### src/rtl/alu_pkg.sv
package alu_pkg;

  localparam int XLEN_D = 64;
  localparam int WLEN_D = 32;
  localparam int IMMW_D = 16;
  localparam int OPW    = 4;

  typedef enum logic [OPW-1:0] {
    OP_ADDI64_TRAP = 4'd0,
    OP_ADDI64_WRAP = 4'd1,
    OP_ADD32_TRAP  = 4'd2,
    OP_ADD32_WRAP  = 4'd3,
    OP_SUB32_TRAP  = 4'd4,
    OP_SUB32_WRAP  = 4'd5,
    OP_LT_SIGNED   = 4'd6,
    OP_LT_UNSIGNED = 4'd7,
    OP_BIT_AND     = 4'd8,
    OP_BIT_OR      = 4'd9,
    OP_BIT_XOR     = 4'd10,
    OP_BIT_NOR     = 4'd11
  } alu_op_e;

  // Overflow of a signed add, judged from the operand and sum sign bits.
  function automatic logic add_ovf(input logic sa, input logic sb, input logic ss);
    return (sa == sb) && (ss != sa);
  endfunction

  // Overflow of a signed subtract a - b, judged from the original signs.
  function automatic logic sub_ovf(input logic sa, input logic sb, input logic sd);
    return (sa != sb) && (sd != sa);
  endfunction

  function automatic logic op_legal(input alu_op_e op);
    return op <= OP_BIT_NOR;
  endfunction

  function automatic logic op_is_arith(input alu_op_e op);
    return op <= OP_SUB32_WRAP;
  endfunction

  function automatic logic op_is_logic(input alu_op_e op);
    return (op >= OP_BIT_AND) && (op <= OP_BIT_NOR);
  endfunction

  function automatic logic op_is_word(input alu_op_e op);
    return (op >= OP_ADD32_TRAP) && (op <= OP_SUB32_WRAP);
  endfunction

  function automatic logic op_traps(input alu_op_e op);
    return (op == OP_ADDI64_TRAP) || (op == OP_ADD32_TRAP) || (op == OP_SUB32_TRAP);
  endfunction

  function automatic logic bit_fn(input alu_op_e op, input logic a, input logic b);
    case (op)
      OP_BIT_AND: return a & b;
      OP_BIT_OR:  return a | b;
      OP_BIT_XOR: return a ^ b;
      OP_BIT_NOR: return ~(a | b);
      default:    return 1'b0;
    endcase
  endfunction

endpackage

### src/rtl/ialu_arith.sv
module ialu_arith
  import alu_pkg::*;
#(
  parameter int XLEN = XLEN_D,
  parameter int WLEN = WLEN_D,
  parameter int IMMW = IMMW_D
) (
  input  alu_op_e          op,
  input  logic [XLEN-1:0]  rs,
  input  logic [WLEN-1:0]  rt_lo,
  input  logic [IMMW-1:0]  imm,
  output logic [XLEN-1:0]  arith_res,
  output logic             ovf_dw,
  output logic             ovf_word
);

  localparam int IMM_PAD  = XLEN - IMMW;
  localparam int WORD_PAD = XLEN - WLEN;

  logic [XLEN-1:0] imm_x;
  logic [XLEN-1:0] dw_sum;
  logic [WLEN-1:0] rs_lo;
  logic [WLEN-1:0] w_sum;
  logic [WLEN-1:0] w_dif;
  logic [WLEN-1:0] w_pick;
  logic            ovf_wadd;
  logic            ovf_wsub;
  logic            is_sub;

  assign imm_x  = {{IMM_PAD{imm[IMMW-1]}}, imm};
  assign dw_sum = rs + imm_x;
  assign ovf_dw = add_ovf(rs[XLEN-1], imm_x[XLEN-1], dw_sum[XLEN-1]);

  assign rs_lo = rs[WLEN-1:0];
  assign w_sum = rs_lo + rt_lo;
  assign w_dif = rs_lo - rt_lo;

  assign ovf_wadd = add_ovf(rs_lo[WLEN-1], rt_lo[WLEN-1], w_sum[WLEN-1]);
  assign ovf_wsub = sub_ovf(rs_lo[WLEN-1], rt_lo[WLEN-1], w_dif[WLEN-1]);

  assign is_sub   = (op == OP_SUB32_TRAP) || (op == OP_SUB32_WRAP);
  assign w_pick   = is_sub ? w_dif : w_sum;
  assign ovf_word = is_sub ? ovf_wsub : ovf_wadd;

  always_comb begin
    if (op_is_word(op)) arith_res = {{WORD_PAD{w_pick[WLEN-1]}}, w_pick};
    else                arith_res = dw_sum;
  end

endmodule

### src/rtl/ialu_cmp.sv
module ialu_cmp #(
  parameter int XLEN = alu_pkg::XLEN_D
) (
  input  logic [XLEN-1:0] rs,
  input  logic [XLEN-1:0] rt,
  output logic            lt_s,
  output logic            lt_u
);

  logic sign_differs;

  // Unsigned compare is shared; the signed result only differs when signs differ.
  assign lt_u         = rs < rt;
  assign sign_differs = rs[XLEN-1] ^ rt[XLEN-1];
  assign lt_s         = sign_differs ? rs[XLEN-1] : lt_u;

endmodule

### src/rtl/ialu_logic.sv
module ialu_logic
  import alu_pkg::*;
#(
  parameter int XLEN = XLEN_D
) (
  input  alu_op_e         op,
  input  logic [XLEN-1:0] rs,
  input  logic [XLEN-1:0] rt,
  output logic [XLEN-1:0] logic_res
);

  for (genvar i = 0; i < XLEN; i++) begin : g_bit
    assign logic_res[i] = bit_fn(op, rs[i], rt[i]);
  end

endmodule

### src/rtl/ialu_outreg.sv
module ialu_outreg #(
  parameter int XLEN = alu_pkg::XLEN_D
) (
  input  logic            clk,
  input  logic            rst_n,
  input  logic            in_valid,
  input  logic [XLEN-1:0] res_d,
  input  logic            we_d,
  input  logic            trap_d,
  output logic            out_valid,
  output logic [XLEN-1:0] out_result,
  output logic            out_wr_en,
  output logic            out_trap
);

  always_ff @(posedge clk or negedge rst_n) begin
    if (!rst_n) begin
      out_valid  <= 1'b0;
      out_result <= '0;
      out_wr_en  <= 1'b0;
      out_trap   <= 1'b0;
    end else begin
      out_valid <= in_valid;
      if (in_valid) begin
        out_result <= res_d;
        out_wr_en  <= we_d;
        out_trap   <= trap_d;
      end else begin
        out_wr_en  <= 1'b0;
        out_trap   <= 1'b0;
      end
    end
  end

endmodule

### src/rtl/int_exec_unit.sv
module int_exec_unit
  import alu_pkg::*;
#(
  parameter int XLEN = XLEN_D,
  parameter int WLEN = WLEN_D,
  parameter int IMMW = IMMW_D
) (
  input  logic            clk,
  input  logic            rst_n,
  input  logic            in_valid,
  input  logic [3:0]      op_sel,
  input  logic [XLEN-1:0] rs_val,
  input  logic [XLEN-1:0] rt_val,
  input  logic [IMMW-1:0] imm_val,
  output logic            out_valid,
  output logic [XLEN-1:0] out_result,
  output logic            out_wr_en,
  output logic            out_trap
);

  alu_op_e         op;
  logic [XLEN-1:0] arith_res;
  logic [XLEN-1:0] logic_res;
  logic            ovf_dw;
  logic            ovf_word;
  logic            lt_s;
  logic            lt_u;
  logic [XLEN-1:0] res_now;
  logic            trap_now;
  logic            we_now;
  logic            legal_now;

  assign op = alu_op_e'(op_sel);

  ialu_arith #(.XLEN(XLEN), .WLEN(WLEN), .IMMW(IMMW)) u_arith (
    .op       (op),
    .rs       (rs_val),
    .rt_lo    (rt_val[WLEN-1:0]),
    .imm      (imm_val),
    .arith_res(arith_res),
    .ovf_dw   (ovf_dw),
    .ovf_word (ovf_word)
  );

  ialu_cmp #(.XLEN(XLEN)) u_cmp (
    .rs  (rs_val),
    .rt  (rt_val),
    .lt_s(lt_s),
    .lt_u(lt_u)
  );

  ialu_logic #(.XLEN(XLEN)) u_logic (
    .op       (op),
    .rs       (rs_val),
    .rt       (rt_val),
    .logic_res(logic_res)
  );

  assign legal_now = op_legal(op);

  always_comb begin
    trap_now = 1'b0;
    if (op_traps(op)) trap_now = op_is_word(op) ? ovf_word : ovf_dw;
  end

  assign we_now = legal_now && !trap_now;

  always_comb begin
    if (op_is_arith(op))          res_now = arith_res;
    else if (op == OP_LT_SIGNED)  res_now = XLEN'(lt_s);
    else if (op == OP_LT_UNSIGNED) res_now = XLEN'(lt_u);
    else if (op_is_logic(op))     res_now = logic_res;
    else                          res_now = '0;
  end

  ialu_outreg #(.XLEN(XLEN)) u_out (
    .clk       (clk),
    .rst_n     (rst_n),
    .in_valid  (in_valid),
    .res_d     (res_now),
    .we_d      (we_now),
    .trap_d    (trap_now),
    .out_valid (out_valid),
    .out_result(out_result),
    .out_wr_en (out_wr_en),
    .out_trap  (out_trap)
  );

endmodule

### config.mk
export PLATFORM = sky130hd
export DESIGN_NAME = int_exec_unit
export DESIGN_NICKNAME = d
export VERILOG_FILES = /design/src/rtl/alu_pkg.sv /design/src/rtl/ialu_arith.sv /design/src/rtl/ialu_cmp.sv /design/src/rtl/ialu_logic.sv /design/src/rtl/ialu_outreg.sv /design/src/rtl/int_exec_unit.sv
export SDC_FILE = /design/constraint.sdc
export NUM_CORES = 1
export LEC_CHECK = 0
export BUFFER_PORTS_ARGS = -buffer_cell sky130_fd_sc_hd__buf_2
export CAP_MARGIN = 25
export CORE_AREA = 2 2 152 169
export CTS_CLUSTER_SIZE = 14
export DETAILED_ROUTE_END_ITERATION = 6
export DIE_AREA = 0 0 154 171
export PLACE_DENSITY = 0.82
export SYNTH_ARGS = -nofsm -noshare
export SYNTH_HDL_FRONTEND = slang
export SYNTH_SLANG_ARGS = --single-unit
### constraint.sdc
create_clock -name clk -period 1.3 [get_ports clk]
set_input_delay 0.13 -clock clk [delete_from_list [all_inputs] [get_ports clk]]
set_output_delay 0.13 -clock clk [all_outputs]
set_load 0.02 [all_outputs]
==> run summary, run 1 <==
Post-synth EDFFs - 0
Die Y - 171 um
Die Wd - 154 um
CTS Buf Count - 9
Halt Stage - 5_1_grt
CTS max path bufs - 2
grt total ovfl - 770
post-synthesis cell count - 2067
unique cell type count in the Yosys netlist - 86
syn nets - 2476
status - aborted with a tool error
post-synthesis cell area - 14580 sq um
sequential share of the synthesized area - 11.50%
First Error - [ERROR GRT-0116] Global routing finished with congestion. Check the congestion regions in the DRC Viewer.
area post-placement - 21360 sq um
CTS Sinks - 67
ys async rst share - 100.0%
starting density of the core - 58.77%
Avg Synthesized Cell Area - 7.053 sq um
GP Congestion - 1.208
Top FF cell, synth - dfrtp_1
Yosys reg bits - 67
H-tree depth - 3
IO Pins - 218
IO buf count - 217
vias in the first global route - 30262
global-route wire length before repair - 190.3 mm
Synth warnings - 0
GRT Total Usage - 91.39%
DP Wirelength - 56.41 mm
largest net degree at the start of global routing - 51
Rows - 61
Clock Root Buffer - clkbuf_16
stage by stage:
stage	hold WS (ns)	setup slack (ns)	cells	setup TNS (ns)	utilization (%)
after global placement	0.03906	-1.803	3162	-101.18	86.12
after CTS	0.02217	-1.421	3221	-77.03	93.36
after detailed placement	0.03953	-2.012	3162	-110.19	86.12
after floorplan	-0.1656	-1.260	2067	-66.22	-
metal layers:
metal | global-route usage (%) | overflow
met1 | 86.61 | 24
met3 | 77.63 | 24
met4 | 100.5 | 241
met5 | 55.62 | 3
met2 | 107.3 | 478
cell usage after synthesis, drive strengths merged (5+ instances only):
cell type | instances | share of area [%]
ha | 255 | 22
a21oi | 249 | 8.6
inv | 189 | 4.9
nor2 | 179 | 4.6
nand2 | 173 | 4.5
o21ai | 159 | 5.5
clkbuf | 101 | 2.6
dfrtp | 67 | 12
a221oi | 54 | 3.3
xnor2 | 54 | 3.2
a21o | 49 | 2.5
nand3 | 48 | 1.6
nor3 | 39 | 1.3
a31oi | 34 | 1.5
o21bai | 32 | 1.6
a211oi | 31 | 1.7
o211ai | 25 | 1.4
nand4 | 20 | 0.86
o31ai | 20 | 1.0
xor2 | 20 | 1.2
and3 | 19 | 0.82
nor2b | 19 | 0.82
o21a | 19 | 0.98
buf | 18 | 0.63
nor4 | 17 | 0.73
or3 | 15 | 0.68
o22ai | 14 | 0.60
mux2i | 13 | 0.98
a2111oi | 9 | 0.76
o2111ai | 9 | 0.54
a21boi | 8 | 0.41
a22oi | 8 | 0.41
nand2b | 8 | 0.34
or2 | 8 | 0.34
o31a | 7 | 0.42
nor3b | 6 | 0.31
a22o | 5 | 0.30
and2 | 5 | 0.21
o221ai | 5 | 0.30
o311ai | 5 | 0.30
cell families after synthesis:
family / after synthesis / share of synthesized area (%)
AO/OA/AOI/OAI: 780 / 34.82
XOR/XNOR: 74 / 4.446
adder cells (fa/ha/maj): 258 / 22.30
buffers and inverters: 308 / 8.093
flip-flops: 67 / 11.50
multiplexers: 15 / 1.133
AND/OR/NAND/NOR: 565 / 17.71
repair_timing:
| action | 4_1_cts |
|---|---|
| resized for setup | 254 |
| hold buffers | 1 |
| cloned | 1 |
| buffers inserted | 43 |
| endpoints found under the hold margin | 67 |
| endpoints found under the setup margin | 66 |
| pin swaps | 123 |
==> run 2, diff against run 1 <==
--- a/config.mk
+++ b/config.mk
@@ -7,11 +7,10 @@
 export LEC_CHECK = 0
 export BUFFER_PORTS_ARGS = -buffer_cell sky130_fd_sc_hd__buf_2
 export CAP_MARGIN = 25
-export CORE_AREA = 2 2 152 169
-export CTS_CLUSTER_SIZE = 14
+export CORE_AREA = 2 2 194 196
 export DETAILED_ROUTE_END_ITERATION = 6
-export DIE_AREA = 0 0 154 171
-export PLACE_DENSITY = 0.82
+export DIE_AREA = 0 0 196 198
+export PLACE_DENSITY_LB_ADDON = 0.15
 export SYNTH_ARGS = -nofsm -noshare
 export SYNTH_HDL_FRONTEND = slang
 export SYNTH_SLANG_ARGS = --single-unit
==> run 2 against run 1 <==
Compared with the run above: the flow now finishes, with violations (setup timing); synthesized cell count is the same; area after synthesis stayed put.
==> run summary, run 2 <==
Clock Root Buffer - clkbuf_16
post-synthesis cell area - 14580 sq um (unchanged)
vias in the first global route - 19511
initial antenna violation count - 0
flop2flop setup slack - 0.09 ns
unique cell type count in the Yosys netlist - 86 (unchanged)
Slowest-stage cell, CP - o211ai_1
DRT Wirelength - 72.18 mm
Worst-Skew Late Latency - 0.38 ns
antenna violation net count after detailed routing - 0
Area Growth Syn to Fin - 78.07%
Hold Crit Class - primary input to register
critical-path cell list - buf_12 > buf_12 > ha_4 > buf_6 > a2111o_1 > o211ai_1 > a31oi_4 > o31ai_4 > buf_6 > a21oi_4 > o31a_1 > o21ai_1 > a31oi_1
IO Pins - 218 (unchanged)
syn nets - 2476 (unchanged)
setup repair after global routing missed its margin - true
worst-margin pin slew - 0.7679 ns
combinational share of power - 67.8%
Worst Slack Setup Final - -1.454 ns
GRT Total Usage - 35.18%
Synth area leaders - ha_1 22%, dfrtp_1 12%, a21oi_1 8.5%, o21ai_0 4.9%, inv_1 4.9%
largest net degree at the start of global routing - 68
CTS Sinks - 67 (unchanged)
post-synthesis cell count - 2067 (unchanged)
crit end category - register
Post-synth top cells - 255 x ha_1, 247 x a21oi_1, 189 x inv_1
clock-pin slew on the worst setup and hold paths - 0.06 ns
Layout Cells excl Fill - 3487
pre-CTS WS - -2.414 ns (-0.4020 ns)
hold wc startpoint - in_valid
core area - 36960 sq um
die area - 38810 sq um
fin crit share - 211.8%
H-tree depth - 3 (unchanged)
Layout Nets - 3417
Setup CP Type - primary input to register
Max-cap violations - 0
Final Max Tran Viols - 0
Avg Synthesized Cell Area - 7.053 sq um (unchanged)
sequential share of the synthesized area - 11.50% (unchanged)
Setup Viol. Count Final - 66
1st-pass router iterations - 5
post-synth top area share - 21.88% (unchanged)
share of total power in sequential cells - 14.7%
NetSw - 0.007733 W
ys async rst share - 100.0% (unchanged)
Synth warnings - 0 (unchanged)
# DRC - 0
global-route wire length before repair - 107.1 mm
CTS Buf Count - 9 (unchanged)
commonest non-fill, non-tap cells in the layout - 745 x buf_4, 193 x ha_1, 191 x buf_2
crit path time final - 2.754 ns
CTS tree - done
violations in the final reports - setup timing
FF-to-FF Start - u_out.out_result[29]
via count - 19827
via/cell ratio - 5.686
CP required - 1.56 ns
Top FF cell, synth - dfrtp_1
critical path startpoint category - primary input
iteration-0 DRC count of the detailed router - 1456
worst hold path depth - 2
Switching Fraction - 43.33%
CP peak stage delay - 0.54 ns
final setup TNS - -74.33 ns
most common cell after layout, fill and taps aside - buf_4
pwr dens - 687.4 nW/um^2
Cell Int Power - 0.01011 W
starting density of the core - 39.45% (-19 points)
leakage power - 12.34 nW
Arr. time, crit path - 3.01 ns
Worst VDD drop - 0.0007662 V
origin of the worst setup path - rs_val[8]
IO buf count - 217 (unchanged)
Reg2Reg Depth - 4
Final Hold Viols - 0
DP Wirelength - 55.43 mm (-1.8%)
Rows - 71 (+16%)
Post-synth EDFFs - 0 (unchanged)
grt total ovfl - 0
antenna cells - 0
area leader, netlist - ha_1
total placed cells including tap cells - 3360 (+6.3%)
status - finished, violations left
Slew HR - 48.35%
Max Fclk - 0.3632 GHz
CP Max Fanout - 3
CTS max path bufs - 2 (unchanged)
clock skew - 0 ns
Yosys reg bits - 67 (unchanged)
portion of total power attributed to the clock network - 17.5%
Die Y - 198 um (+16%)
GP Congestion - 1.020 (-16%)
largest reg by FF count - u_out.out_result
top-count cell post-synth - ha_1
layout cells sized above 1 - 49.95%
wire per inst - 20.70 um
max reg flops - 64
Die Wd - 196 um (+27%)
run 2: cell counts after synthesis:
No cell type changed its count.
run 2: power by group through the flow:
stage / Clock, W / Combinational (W) / Sequential, W
floorplan: 0 / 0.00457 / 0.00298
global placement: 0 / 0.00949 / 0.00266
detailed placement: 0 / 0.00960 / 0.00266
CTS: 0.00314 / 0.0108 / 0.00262
global route: 0.00321 / 0.0129 / 0.00265
finish: 0.00312 / 0.0121 / 0.00263
run 2: stage by stage:
step	total power (W)	util (%)	cell area (sq um)	hold WS, ns
final	0.01784	70.25	25960	0.1536
after global placement	0.01215	59.11	21840	0.1843
after CTS	0.01661	65.95	24370	0.1372
after global routing	0.01874	70.25	25960	0.1574
after floorplan	0.007543	-	15240	-0.1656
after detailed placement	0.01225	59.11	21840	0.1848
run 2: path summary, 6_finish.rpt:
check	endpoint
setup / recovery	u_out.out_result[30]
hold / removal	u_out.out_valid
setup reg to reg	u_out.out_result[29]
hold reg to reg	u_out.out_result[22]
max in group asynchronous	u_out.out_result[55]
min in group asynchronous	u_out.out_valid
run 2: layout make-up:
| type | count | area, sq um |
|---|---|---|
| multi-input combinational | 1692 | 14510 |
| tap | 474 | 593.1 |
| clock buffer | 10 | 229.0 |
| timing repair buffer | 1049 | 8085 |
| fill | 3004 | 10990 |
| clock inverter | 6 | 112.6 |
| inverter | 189 | 750.7 |
| sequential | 67 | 1677 |
run 2: timing repair:
action,in CTS,in global routing
pin swaps,188,199
setup buffers,73,60
endpoints found under the hold margin,67,0
gates cloned,5,0
hold buffers,1,0
endpoints found under the setup margin,66,66
gates resized for setup,342,277
run 2: routing by layer:
metal  up-vias  share of wire [%]  global-route usage, %
met5         -                  0                      0
met4         0                4.7                  15.54
met3       205                5.6                  3.338
met2       793                 47                  60.38
met1      9461                 43                  44.91
li1       9368                  -                      -
run 2: cells by family (layout without fill, tap and decap cells):
| group | after synthesis | after routing | share of synthesized area [%] |
|---|---|---|---|
| multiplexers | 15 | 15 | 1.133 |
| AND/OR/NAND/NOR | 565 | 565 | 17.71 |
| adder cells (fa/ha/maj) | 258 | 258 | 22.30 |
| AO/OA/AOI/OAI | 780 | 780 | 34.82 |
| flip-flops | 67 | 67 | 11.50 |
| buffers and inverters | 308 | 1254 | 8.093 |
| XOR/XNOR | 74 | 74 | 4.446 |
run 2: worst max-delay path: cells and delay by family:
family	cells	cell delay, ns
buffers and inverters	4	0.50
AO/OA/AOI/OAI	8	2.21
adder cells (fa/ha/maj)	1	0.16
(Power assumes the default switching activity.)
